[src/rtl/ro_response_gen.sv]
module ro_response_gen #(
  parameter int NUM_ROWS  = 8,
  parameter int RESP_BITS = 4,
  parameter int CNT_W     = 16,
  localparam int IDX_W    = (NUM_ROWS > 1) ? $clog2(NUM_ROWS) : 1
) (
  input  logic                       clk,
  input  logic                       rst_n,
  input  logic                       start,
  input  logic [NUM_ROWS-1:0]        osc_in,
  input  logic [CNT_W-1:0]           obs_count,
  input  logic [IDX_W-1:0]           ref_row,
  input  logic [RESP_BITS*IDX_W-1:0] sel_rows,
  output logic                       osc_en,
  output logic                       done,
  output logic [RESP_BITS-1:0]       response
);

  localparam logic [CNT_W-1:0] CNT_MAX = '1;

  logic [NUM_ROWS-1:0]        s1, s2, s3;
  logic [NUM_ROWS-1:0]        rise;
  logic [CNT_W-1:0]           cnt [NUM_ROWS];
  logic                       running;
  logic [CNT_W-1:0]           obs_q;
  logic [IDX_W-1:0]           ref_q;
  logic [RESP_BITS*IDX_W-1:0] sel_q;
  logic [CNT_W-1:0]           ref_cnt;
  logic                       hit, launch;
  logic [RESP_BITS-1:0]       resp_next;

  always_ff @(posedge clk or negedge rst_n) begin
    if (!rst_n) begin
      s1 <= '0;
      s2 <= '0;
      s3 <= '0;
    end else begin
      s1 <= osc_in;
      s2 <= s1;
      s3 <= s2;
    end
  end

  assign rise    = s2 & ~s3;
  assign ref_cnt = cnt[ref_q];
  assign hit     = running && (ref_cnt == obs_q);
  assign launch  = start && !running;
  assign osc_en  = running;

  for (genvar w = 0; w < NUM_ROWS; w++) begin : g_row
    always_ff @(posedge clk or negedge rst_n) begin
      if (!rst_n)
        cnt[w] <= '0;
      else if (launch)
        cnt[w] <= '0;
      else if (running && !hit && rise[w] && cnt[w] != CNT_MAX)
        cnt[w] <= cnt[w] + 1'b1;
    end

    AST_SATURATE_HOLD: assert property (@(posedge clk) disable iff (!rst_n)
      (cnt[w] == CNT_MAX && !launch) |=> (cnt[w] == CNT_MAX));
    AST_STEP_ONE: assert property (@(posedge clk) disable iff (!rst_n)
      !launch |=> (cnt[w] == $past(cnt[w]) || cnt[w] == $past(cnt[w]) + 1'b1));
  end

  for (genvar j = 0; j < RESP_BITS; j++) begin : g_bit
    assign resp_next[j] = cnt[sel_q[j*IDX_W +: IDX_W]] >= ref_cnt;
  end

  always_ff @(posedge clk or negedge rst_n) begin
    if (!rst_n) begin
      running  <= 1'b0;
      done     <= 1'b0;
      response <= '0;
      obs_q    <= '0;
      ref_q    <= '0;
      sel_q    <= '0;
    end else if (launch) begin
      running <= 1'b1;
      done    <= 1'b0;
      obs_q   <= obs_count;
      ref_q   <= ref_row;
      sel_q   <= sel_rows;
    end else if (hit) begin
      running  <= 1'b0;
      done     <= 1'b1;
      response <= resp_next;
    end
  end

  AST_EN_EXCLUSIVE: assert property (@(posedge clk) disable iff (!rst_n)
    osc_en |-> !done);
  AST_RUN_CONTINUES: assert property (@(posedge clk) disable iff (!rst_n)
    (osc_en && ref_cnt != obs_q) |=> osc_en);
  AST_STOP_FLAGS: assert property (@(posedge clk) disable iff (!rst_n)
    $fell(osc_en) |-> $rose(done));
  AST_RESULT_HOLD: assert property (@(posedge clk) disable iff (!rst_n)
    (done && !start) |=> (done && $stable(response)));

endmodule

[config.mk]
export PLATFORM = sky130hd
export DESIGN_NAME = ro_response_gen
export DESIGN_NICKNAME = d
export VERILOG_FILES = /design/src/rtl/ro_response_gen.sv
export SDC_FILE = /design/constraint.sdc
export NUM_CORES = 1
export LEC_CHECK = 0
export BUFFER_PORTS_ARGS = -buffer_cell sky130_fd_sc_hd__buf_4
export CAP_MARGIN = 20
export CORE_MARGIN = 2
export CORE_UTILIZATION = 35
export DETAILED_ROUTE_END_ITERATION = 7
export PLACE_DENSITY_LB_ADDON = 0.25
export SLEW_MARGIN = 25
export SYNTH_ARGS = -nofsm -noshare
export SYNTH_HDL_FRONTEND = slang
export SYNTH_SLANG_ARGS = --single-unit
[constraint.sdc]
create_clock -name clk -period 3.7 [get_ports clk]
set_input_delay 0.555 -clock clk [delete_from_list [all_inputs] [get_ports clk]]
set_output_delay 0.555 -clock clk [all_outputs]
set_load 0.02 [all_outputs]
==> results.sh, run 1 <==
export IMPL_status="finished, final reports clean"
export IMPL_nets=1631
export IMPL_post_route_period_util_pct=94.7
export IMPL_drv_cap=0
export IMPL_ys_types=65
export IMPL_io_pins=48
export IMPL_powerDensity_nw_per_um2=477
export IMPL_synthMuxAreaShare_pct=29.9
export IMPL_synth_compound_area_share_pct=9.99
export IMPL_rows=78
export IMPL_yosys_warnings=0
export IMPL_setup_violations=0
export IMPL_hp_class="in2async"
export IMPL_grt_pass1_wl_um=84300
export IMPL_via_per_inst=6.39
export IMPL_synth_fa_ha_area_share_pct=5.57
export IMPL_synth_area_leader_cell="dfrtp_1"
export IMPL_gp_congestion=0.970
export IMPL_crit_required_ps=4090
export IMPL_rsz0062_at_grt="false"
export IMPL_area_growth_pct=12.2
export IMPL_synthesis_nets=1634
export IMPL_finalPower_mw=8.66
export IMPL_grtUsageTotal_pct=23.6
export IMPL_hold_viol_final=0
export IMPL_crit_type="reg2reg"
export IMPL_synthCells=1520
export IMPL_antenna_found_initial=1
export IMPL_clockBufferDepth=2
export IMPL_drt_iter0_drc=1285
export IMPL_yosys_top_cells_area="dfrtp_1 (29%), mux4_2 (21%), mux2_2 (6.6%)"
export IMPL_synth_edf_count=0
export IMPL_start_kind="flip-flop"
export IMPL_drc=0
export IMPL_synth_top_family_by_area="multiplexers"
export IMPL_worst_slew_pin_slew_ps=791
export IMPL_cp_end_kind="flip-flop"
export IMPL_worstPathMaxFanout=33
export IMPL_slew_headroom_pct=47.2
export IMPL_slew_viol_final=0
export IMPL_coreArea_um2=45500
export IMPL_grt_start_max_net_pins=68
export IMPL_skew_ps=16.4
export IMPL_wl_per_cell_um=25.7
export IMPL_ys_seq_area_share_pct=29.2
export IMPL_die_x_um=219
export IMPL_synthSimpleGateAreaFrac_pct=19.4
export IMPL_overflow=0
export IMPL_synthArstFlopShare_pct=100
export IMPL_max_vdd_ir_drop_mv=0.380
export IMPL_initial_core_util_pct=35.6
export IMPL_die_y_um=219
export IMPL_syn_avg_cell_area_um2=10.6
export IMPL_h_tree_depth=4
export IMPL_clk_latency_ps=510
export IMPL_post_dp_hpwl_um=39800
export IMPL_setup_tns_ps=0
export IMPL_cts_made_buffers=17
export IMPL_fin_crit_ps=3500
export IMPL_clk_pin_slew_ps=70
export IMPL_tritoncts="yes"
export IMPL_final_fill_count=4419
export IMPL_synth_seq_cells=189
export IMPL_drtAntennaViolNets=0
export IMPL_diodes=0
export IMPL_final_common_cell="dfrtp_1"
export IMPL_synth_ff_type="dfrtp_1"
export IMPL_drive_gt1_share_pct=31.4
export IMPL_netlist_area_um2=16200
export IMPL_port_buffers=47
export IMPL_routed_wl_um=54800
export IMPL_clockRootBuffer="clkbuf_16"
export IMPL_p_leak_nw=7.55
export IMPL_worstPathArrival_ps=3890
export IMPL_vias=13604
export IMPL_synth_xor_area_share_pct=0.758
export IMPL_clock_sinks=189
export IMPL_floorplan_die_area_um2=47900
export IMPL_max_clock_freq_mhz=285
export IMPL_synth_top_area_share_pct=29.2
export IMPL_final_cell_mix="dfrtp_1 (178), mux4_2 (154), nand2_1 (151), buf_4 (135), nand3_1 (110)"
export IMPL_firstDrtPassIters=5
export IMPL_grt_pass1_vias=13291
-- worst max-delay path, stage by stage, from the launching register on --
cell     delay, ps
dfrtp_2        450
buf_12         240
mux4_2         520
mux2i_1        290
xor2_1         220
nand3_1        160
or4_4          570
or2_2          360
buf_4          230
a221o_1        340
-- worst paths after layout --
path | depth (start not counted) | slack (ps) | from | end
max | 9 | 200 | ref_q[2]$_DFFE_PN0P_ | cnt[19]$_DFFE_PN0P_
min in group clk | 1 | 160 | osc_in[5] | s1[5]$_DFF_PN0_
min | 1 | 50 | rst_n | s1[3]$_DFF_PN0_
min reg2reg | 0 | 350 | s1[5]$_DFF_PN0_ | s2[5]$_DFF_PN0_
max reg2reg | 9 | 200 | ref_q[2]$_DFFE_PN0P_ | cnt[19]$_DFFE_PN0P_
max in group asynchronous | 2 | 2850 | rst_n | sel_q[6]$_DFFE_PN0P_
-- logic make-up after synthesis --
kind of cell,Yosys count
AO/OA/AOI/OAI,221
XOR/XNOR,14
adder cells (fa/ha/maj),72
buffers and inverters,185
flip-flops,189
multiplexers,277
AND/OR/NAND/NOR,562
-- routing by layer --
layer	global-route usage, %	wire length [um]	up-vias
met5	0	13	-
met4	7.77	1330	2
met3	4.93	4260	67
met2	35.3	24300	563
met1	34.0	24900	7026
li1	-	-	5946
-- where the power goes --
group | switching, mW | internal [mW]
combinational | 1.62 | 1.99
clock | 0.919 | 0.916
sequential | 0.829 | 2.38
total | 3.37 | 5.29
-- timing repair --
item | CTS | global route
setup endpoints to repair | 0 | 34
hold buffers | 0 | 0
gates resized for setup | 0 | 5
setup buffers | 0 | 2
-- through the flow --
step                      setup slack, ps  hold WS, ps  utilization, %  cells  cell area [um2]
after global routing                 1.87         98.2            39.9   2130            18100
after CTS                            60.0         68.4            39.8   2127            18100
final                                 196         50.1            39.9   2130            18100
after floorplan                       372          259               -   1520            16200
after global placement               72.2          334            38.6   2095            17500
after detailed placement             69.8          335            38.6   2095            17500
-- cell usage after synthesis (9+ instances only) --
cell type  count
o211ai_1      23
nand3b_1      13
a21o_1        31
nand2b_1      19
nand4_1       36
buf_1         24
o22ai_1        9
and2_1        14
mux4_2       154
xor2_1         9
nand2_1      151
nor4_1        12
a221o_1       16
or4_1         11
clkbuf_1     116
nor3b_1        9
a2111oi_0     13
nor2_1        27
nand4b_1      22
and3_1        67
nand3_1      110
a21oi_1       15
a211o_1       12
mux2i_1       26
o21ai_0       38
o31ai_1       15
dfrtp_1      189
buf_2         22
nor2b_1       16
ha_1          72
mux2_2        95
a31oi_1       10
or4b_2        20
-- area by class of cell --
cell class / instances / area, um2 / share of cell area, %
Clock buffer: 21 / 470 / 2.59
Clock inverter: 11 / 83.8 / 0.462
Inverter: 8 / 30.0 / 0.166
Multi-Input combinational cell: 1146 / 10700 / 58.7
Sequential cell: 189 / 4750 / 26.2
Tap cell: 600 / 751 / 4.14
Timing Repair Buffer: 155 / 1410 / 7.79
-- state kept, by name, indices dropped and copies added (netlist names) --
signal / count
cnt: 128
obs_q: 16
sel_q: 12
s1: 8
s2: 8
s3: 8
response: 4
ref_q: 3
done: 1
osc_en: 1
Power figures use the tool's default switching activity.
==> inputs of run 2 (changes only) <==
--- a/config.mk
+++ b/config.mk
@@ -9,6 +9,7 @@
 export CAP_MARGIN = 20
 export CORE_MARGIN = 2
 export CORE_UTILIZATION = 35
+export CTS_BUF_LIST = sky130_fd_sc_hd__clkbuf_4
 export DETAILED_ROUTE_END_ITERATION = 7
 export PLACE_DENSITY_LB_ADDON = 0.25
 export SLEW_MARGIN = 25
==> constraint.sdc (replaced) <==
create_clock -name clk -period 4.5 [get_ports clk]
set_input_delay 0.675 -clock clk [delete_from_list [all_inputs] [get_ports clk]]
set_output_delay 0.675 -clock clk [all_outputs]
set_load 0.02 [all_outputs]
==> run 2 against run 1 <==
The run now ends with negative hold slack left. Worst setup slack better by 140 ps. Sequential power shrank 14%. Fmax is 16% lower. Global-route usage fell by 1.1 points. Critical path depth is 4 higher. Core utilization down 1.7 points. Worst hold slack got worse by 61 ps. Via count fell by 2.0%. Routed wire length shrank 4.2%. Clock power fell by 47%. Largest power group is now sequential cells.
==> results.sh, run 2 (synthesis gave the netlist of run 1 again) <==
export IMPL_status="complete, but fails checks"
export IMPL_violations="negative hold slack"
export IMPL_worstPathMaxFanout=22
export IMPL_largest_reg_flops=128
export IMPL_path_delay_family="compound AO/OA/AOI/OAI gates"
export IMPL_routed_wl_um=52400
export IMPL_cp_slowest_cell="dfrtp_2"
export IMPL_holdBufCountCts=3
export IMPL_grt_pass1_vias=13082
export IMPL_io_pins=48
export IMPL_h_tree_depth=4
export IMPL_cp_end_kind="flip-flop"
export IMPL_fin_ws_ps=337
export IMPL_post_route_period_util_pct=92.5
export IMPL_drtAntennaViolNets=0
export IMPL_max_vdd_ir_drop_mv=0.211
export IMPL_skew_ps=43.8
export IMPL_clock_sinks=189
export IMPL_worstPathArrival_ps=4770
export IMPL_grtUsageTotal_pct=22.6
export IMPL_final_cell_mix="dfrtp_1 (178), mux4_2 (154), nand2_1 (151), nand3_1 (110), buf_4 (97)"
export IMPL_setup_tns_ps=0
export IMPL_port_buffers=47
export IMPL_fin_crit_ps=4160
export IMPL_worst_path_buf_inv=2
export IMPL_area_growth_pct=7.29
export IMPL_p_leak_nw=7.13
export IMPL_post_dp_hpwl_um=37400
export IMPL_pre_cts_slack_ps=531
export IMPL_die_x_um=219
export IMPL_drv_cap=0
export IMPL_crit_chain="mux4_2 -> mux2i_4 -> inv_1 -> ha_1 -> nand2b_1 -> a21o_1 -> a21oi_1 -> nor2b_1 -> o211ai_1 -> a2111oi_0 -> buf_4 -> a2111oi_0 -> o21ai_0"
export IMPL_final_common_cell="dfrtp_1"
export IMPL_rsz0062_at_grt="false"
export IMPL_clk_pin_slew_ps=200
export IMPL_start_kind="flip-flop"
export IMPL_crit_required_ps=5100
export IMPL_max_clock_freq_mhz=240
export IMPL_via_per_inst=6.39
export IMPL_powerDensity_nw_per_um2=369
export IMPL_cts_resized=0
export IMPL_hold_ws_ps=-11.3
export IMPL_final_fill_count=4429
export IMPL_post_cts_setup_buffers=0
export IMPL_hold_viol_final=2
export IMPL_overflow=0
export IMPL_drc=0
export IMPL_slew_headroom_pct=37.2
export IMPL_clockRootBuffer="clkbuf_4"
export IMPL_nets=1584
export IMPL_fin_util_pct=38.1
export IMPL_antenna_found_initial=2
export IMPL_coreArea_um2=45500
export IMPL_top_regs="cnt (128), obs_q (16), sel_q (12)"
export IMPL_wl_per_cell_um=25.1
export IMPL_crit_type="reg2reg"
export IMPL_tritoncts="yes"
export IMPL_firstDrtPassIters=7
export IMPL_cts_made_buffers=17
export IMPL_path_common_cell="a2111oi_0"
export IMPL_clockBufferDepth=2
export IMPL_max_stage_delay_ps=800
export IMPL_setup_violations=0
export IMPL_drive_gt1_share_pct=29.0
export IMPL_gp_congestion=0.894
export IMPL_multiInputGateArea_um2=10600
export IMPL_hp_class="in2async"
export IMPL_initial_core_util_pct=35.6
export IMPL_floorplan_die_area_um2=47900
export IMPL_grt_start_max_net_pins=99
export IMPL_worst_slew_pin_slew_ps=941
export IMPL_die_y_um=219
export IMPL_clk_latency_ps=720
export IMPL_vias=13333
export IMPL_top_register="cnt"
export IMPL_slew_viol_final=0
export IMPL_drt_iter0_drc=1249
export IMPL_seqCellArea_um2=4750
export IMPL_grt_pass1_wl_um=81000
export IMPL_rows=78
-- run 2: path summary, 6_finish.rpt --
check	startpoint	end	slack, ps	cells past startpoint
worst max register to register	ref_q[2]$_DFFE_PN0P_	response[2]$_DFFE_PN0P_	340	13
worst min register to register	s1[7]$_DFF_PN0_	s2[7]$_DFF_PN0_	370	0
worst max-delay path	ref_q[2]$_DFFE_PN0P_	response[2]$_DFFE_PN0P_	340	13
max in group asynchronous	rst_n	cnt[90]$_DFFE_PN0P_	3410	2
min in group clk	osc_in[6]	s1[6]$_DFF_PN0_	60	1
worst min-delay path	rst_n	done$_DFFE_PN0P_	-10	1
-- run 2: cell type report --
class | count | share of cell area [%]
Multi-Input combinational cell | 1146 | 61.3
Antenna cell | 3 | 0.0433
Tap cell | 600 | 4.33
Clock inverter | 15 | 0.772
Inverter | 8 | 0.173
Timing Repair Buffer | 108 | 5.26
Sequential cell | 189 | 27.4
Clock buffer | 17 | 0.736
-- run 2: metal layers --
| layer | wire (um) | track usage, % | share of wire [%] |
|---|---|---|---|
| met5 | 0 | 0 | 0 |
| met4 | 1520 | 8.31 | 2.9 |
| met3 | 4020 | 5.36 | 7.7 |
| met2 | 23800 | 34.2 | 45 |
| met1 | 23100 | 31.3 | 44 |
-- run 2: through the flow --
step | cells | power [mW] | instance area, um2
6_report | 2086 | 6.41 | 17300
5_1_grt | 2086 | 6.85 | 17300
4_1_cts | 2083 | 6.42 | 17300
3_3_place_gp | 2048 | 5.38 | 17100
3_5_place_dp | 2048 | 5.44 | 17100
2_1_floorplan | 1520 | 4.47 | 16200
-- run 2: report_power, final --
| part | total [mW] | switching [mW] | internal [mW] |
|---|---|---|---|
| Sequential | 2.75 | 0.800 | 1.95 |
| Clock | 0.961 | 0.722 | 0.238 |
| Combinational | 2.70 | 1.16 | 1.54 |
-- run 2: worst register-to-register path: cells and delay by family, from the launching register on --
kind,cells,cell delay (ps)
AOI/OAI and AO/OA,6,1600
and+or+nand+nor,2,210
DFF,1,800
muxes,2,830
adders and majority gates,1,310
buffers and inverters,2,320
==> inputs of run 3 (changes only) <==
--- a/config.mk
+++ b/config.mk
@@ -5,6 +5,7 @@
 export SDC_FILE = /design/constraint.sdc
 export NUM_CORES = 1
 export LEC_CHECK = 0
+export ABC_AREA = 1
 export BUFFER_PORTS_ARGS = -buffer_cell sky130_fd_sc_hd__buf_4
 export CAP_MARGIN = 20
 export CORE_MARGIN = 2
==> run 3 against run 2 <==
The run now ends clean. Critical path depth is the same. Clock skew grew 2.6 ps. Worst setup slack gained 590 ps. First-iteration DRC count grew 110%. Sequential cell count is the same. Core utilization shrank 0.095 points. Critical path type unchanged. Sequential share of layout area shrank 1.8 points. Non-clock buffer count grew 35. Clock-buffer cell count grew 3. Combinational power grew 11%.
==> results.sh, run 3 <==
export IMPL_cts_made_buffers=17
export IMPL_path_depth=13
export IMPL_crit_required_ps=5280
export IMPL_post_dp_hpwl_um=55000
export IMPL_clock_sinks=189
export IMPL_nets=2791
export IMPL_synthArstFlopShare_pct=100
export IMPL_top_regs="cnt (128), obs_q (16), sel_q (12)"
export IMPL_synth_area_leader_cell="dfrtp_1"
export IMPL_rsz0062_at_grt="false"
export IMPL_synth_ff_type="dfrtp_1"
export IMPL_synth_edf_count=0
export IMPL_p_switching_mw=3.06
export IMPL_drt_iter0_drc=2610
export IMPL_grtUsageTotal_pct=30.0
export IMPL_fin_area_um2=18600
export IMPL_p_sw_share_pct=49.5
export IMPL_die_x_um=226
export IMPL_initial_core_util_pct=35.3
export IMPL_p_leak_nw=8.44
export IMPL_start_kind="flip-flop"
export IMPL_synthesis_nets=2839
export IMPL_post_route_period_util_pct=79.4
export IMPL_ys_seq_area_share_pct=27.5
export IMPL_clockRootBuffer="clkbuf_4"
export IMPL_synthTopCellsByCount="nand2_1 (744), o21ai_0 (297), a21oi_1 (286)"
export IMPL_hold_viol_final=0
export IMPL_multiInputGateArea_um2=10800
export IMPL_slew_headroom_pct=32.3
export IMPL_clockBufferDepth=2
export IMPL_fin_crit_ps=3570
export IMPL_coreArea_um2=48700
export IMPL_clk_pin_slew_ps=170
export IMPL_drtAntennaViolNets=0
export IMPL_dpl_cell_area_um2=18000
export IMPL_clk_latency_ps=840
export IMPL_final_cell_mix="nand2_1 (744), o21ai_0 (297), a21oi_1 (286), dfrtp_1 (184), inv_1 (183)"
export IMPL_largest_reg_flops=128
export IMPL_slew_viol_final=0
export IMPL_tritoncts="yes"
export IMPL_p_seq_share_pct=35.7
export IMPL_worstPathArrival_ps=4360
export IMPL_wl_per_cell_um=22.7
export IMPL_crit_chain="inv_1 -> buf_4 -> a221oi_1 -> a31oi_1 -> ha_1 -> nand2_1 -> nor2_1 -> nand2_1 -> o211ai_1 -> nand2_1 -> nand3_1 -> nand4_1 -> nand2_1"
export IMPL_grt_pass1_vias=18296
export IMPL_routed_wl_um=76500
export IMPL_max_stage_delay_ps=790
export IMPL_grt_start_max_net_pins=85
export IMPL_status="finished, final reports clean"
export IMPL_gp_congestion=1.04
export IMPL_firstDrtPassIters=6
export IMPL_h_tree_depth=4
export IMPL_comb_power_share_pct=48.4
export IMPL_hp_class="in2reg"
export IMPL_final_fill_count=5259
export IMPL_overflow=0
export IMPL_yosysMostFrequentCell="nand2_1"
export IMPL_top_register="cnt"
export IMPL_syn_avg_cell_area_um2=6.32
export IMPL_port_buffers=47
export IMPL_yosys_top_cells_area="dfrtp_1 (27%), nand2_1 (16%), o21ai_0 (8.6%)"
export IMPL_drive_gt1_share_pct=6.25
export IMPL_drc=0
export IMPL_netlist_area_um2=17200
export IMPL_yosys_warnings=0
export IMPL_whs_path_depth=3
export IMPL_synth_top_area_share_pct=27.5
export IMPL_path_delay_family="compound AO/OA/AOI/OAI gates"
export IMPL_drv_cap=0
export IMPL_pwr_share_clk_pct=15.8
export IMPL_worstPathMaxFanout=20
export IMPL_max_clock_freq_mhz=280
export IMPL_setup_tns_ps=0
export IMPL_area_growth_pct=7.74
export IMPL_crit_type="reg2reg"
export IMPL_synth_seq_cells=189
export IMPL_cp_end_kind="flip-flop"
export IMPL_die_y_um=226
export IMPL_rows=81
export IMPL_post_cts_setup_buffers=0
export IMPL_synthCells=2725
export IMPL_rr_worst_depth=13
export IMPL_final_common_cell="nand2_1"
export IMPL_io_pins=48
export IMPL_intPower_mw=3.12
export IMPL_worst_path_buf_inv=2
export IMPL_max_vdd_ir_drop_mv=0.274
export IMPL_floorplan_die_area_um2=51000
export IMPL_vias=20062
export IMPL_antenna_found_initial=2
export IMPL_seqCellArea_um2=4740
export IMPL_grt_pass1_wl_um=114000
export IMPL_path_common_cell="nand2_1"
export IMPL_skew_ps=46.4
export IMPL_holdBufCountCts=28
export IMPL_ys_types=34
export IMPL_worst_slew_pin_slew_ps=1010
export IMPL_cp_slowest_cell="a221oi_1"
export IMPL_via_per_inst=5.97
export IMPL_powerDensity_nw_per_um2=333
export IMPL_cts_resized=0
export IMPL_setup_violations=0
-- run 3: cell count changes in the layout (fill, tap and decap cells not counted), moves of 31 or more --
| cell | before | now |
|---|---|---|
| a221oi_1 | 0 | 56 |
| nor2_1 | 27 | 167 |
| nand4_1 | 36 | 145 |
| a21oi_1 | 15 | 286 |
| nand3_1 | 110 | 145 |
| mux2_2 | 95 | 0 |
| mux4_2 | 154 | 0 |
| a31oi_1 | 10 | 69 |
| nand2_1 | 151 | 744 |
| a21o_1 | 31 | 0 |
| and3_1 | 67 | 0 |
| nor3_1 | 8 | 64 |
| inv_1 | 8 | 183 |
| o21ai_0 | 38 | 297 |
-- run 3: logic make-up after synthesis --
| group | after synthesis | share of synthesized area (%) |
|---|---|---|
| simple gates | 1305 | 33.0 |
| compound gates | 736 | 23.4 |
| buf+inv | 408 | 10.2 |
| flops | 189 | 27.5 |
| fa+ha+maj | 72 | 5.23 |
| xor+xnor | 15 | 0.763 |
-- run 3: metrics by stage --
step,total power [mW],worst slack (ps),util (%),hold WS [ps],instances
2_1_floorplan,4.01,2080,-,331,2725
3_3_place_gp,5.07,1110,36.9,332,3294
3_5_place_dp,5.10,1120,36.9,335,3294
4_1_cts,6.13,1060,38.0,5.19,3354
5_1_grt,6.59,719,38.0,45.1,3360
6_report,6.18,926,38.1,75.8,3361
-- run 3: area by class of cell --
type	instances	area share, %
Antenna cell	7	0.0944
Inverter	198	4.05
Sequential cell	189	25.5
Clock inverter	12	0.533
Timing Repair Buffer	143	6.54
Clock buffer	20	0.809
Tap cell	664	4.48
Multi-Input combinational cell	2128	58.0
-- run 3: worst register-to-register path, stage by stage, from the launching register on --
cell and delay (ps):
dfrtp_1 500, inv_1 490, buf_4 420, a221oi_1 800
a31oi_1 160, ha_1 380, nand2_1 110, nor2_1 170
nand2_1 70, o211ai_1 100, nand2_1 70, nand3_1 70
nand4_1 100, nand2_1 110
-- run 3: routing by layer --
layer | GRT usage [%] | up-vias | routed length (um)
met4 | 17.1 | 0 | 4460
met5 | 0 | - | 0
li1 | - | 9307 | -
met3 | 6.26 | 231 | 7660
met2 | 46.2 | 1130 | 33200
met1 | 39.1 | 9394 | 31100
-- run 3: power by group through the flow --
stage | clock network [mW] | registers (mW) | logic [mW]
after global placement | 0 | 2.22 | 2.85
final | 0.979 | 2.21 | 2.99
after detailed placement | 0 | 2.23 | 2.88
after global routing | 1.08 | 2.23 | 3.28
after CTS | 1.03 | 2.20 | 2.91
after floorplan | 0 | 2.05 | 1.96
-- run 3: final timing paths --
path                                            from                       to  slack, ps
worst min-delay path                    obs_count[5]     obs_q[5]$_DFFE_PN0P_         80
min in group asynchronous                      rst_n          s1[6]$_DFF_PN0_        470
worst min register to register       s1[7]$_DFF_PN0_          s2[7]$_DFF_PN0_        370
worst max-delay path            sel_q[8]$_DFFE_PN0P_  response[2]$_DFFE_PN0P_        930
worst max register to register  sel_q[8]$_DFFE_PN0P_  response[2]$_DFFE_PN0P_        930
max in group asynchronous                      rst_n    obs_q[12]$_DFFE_PN0P_       3020
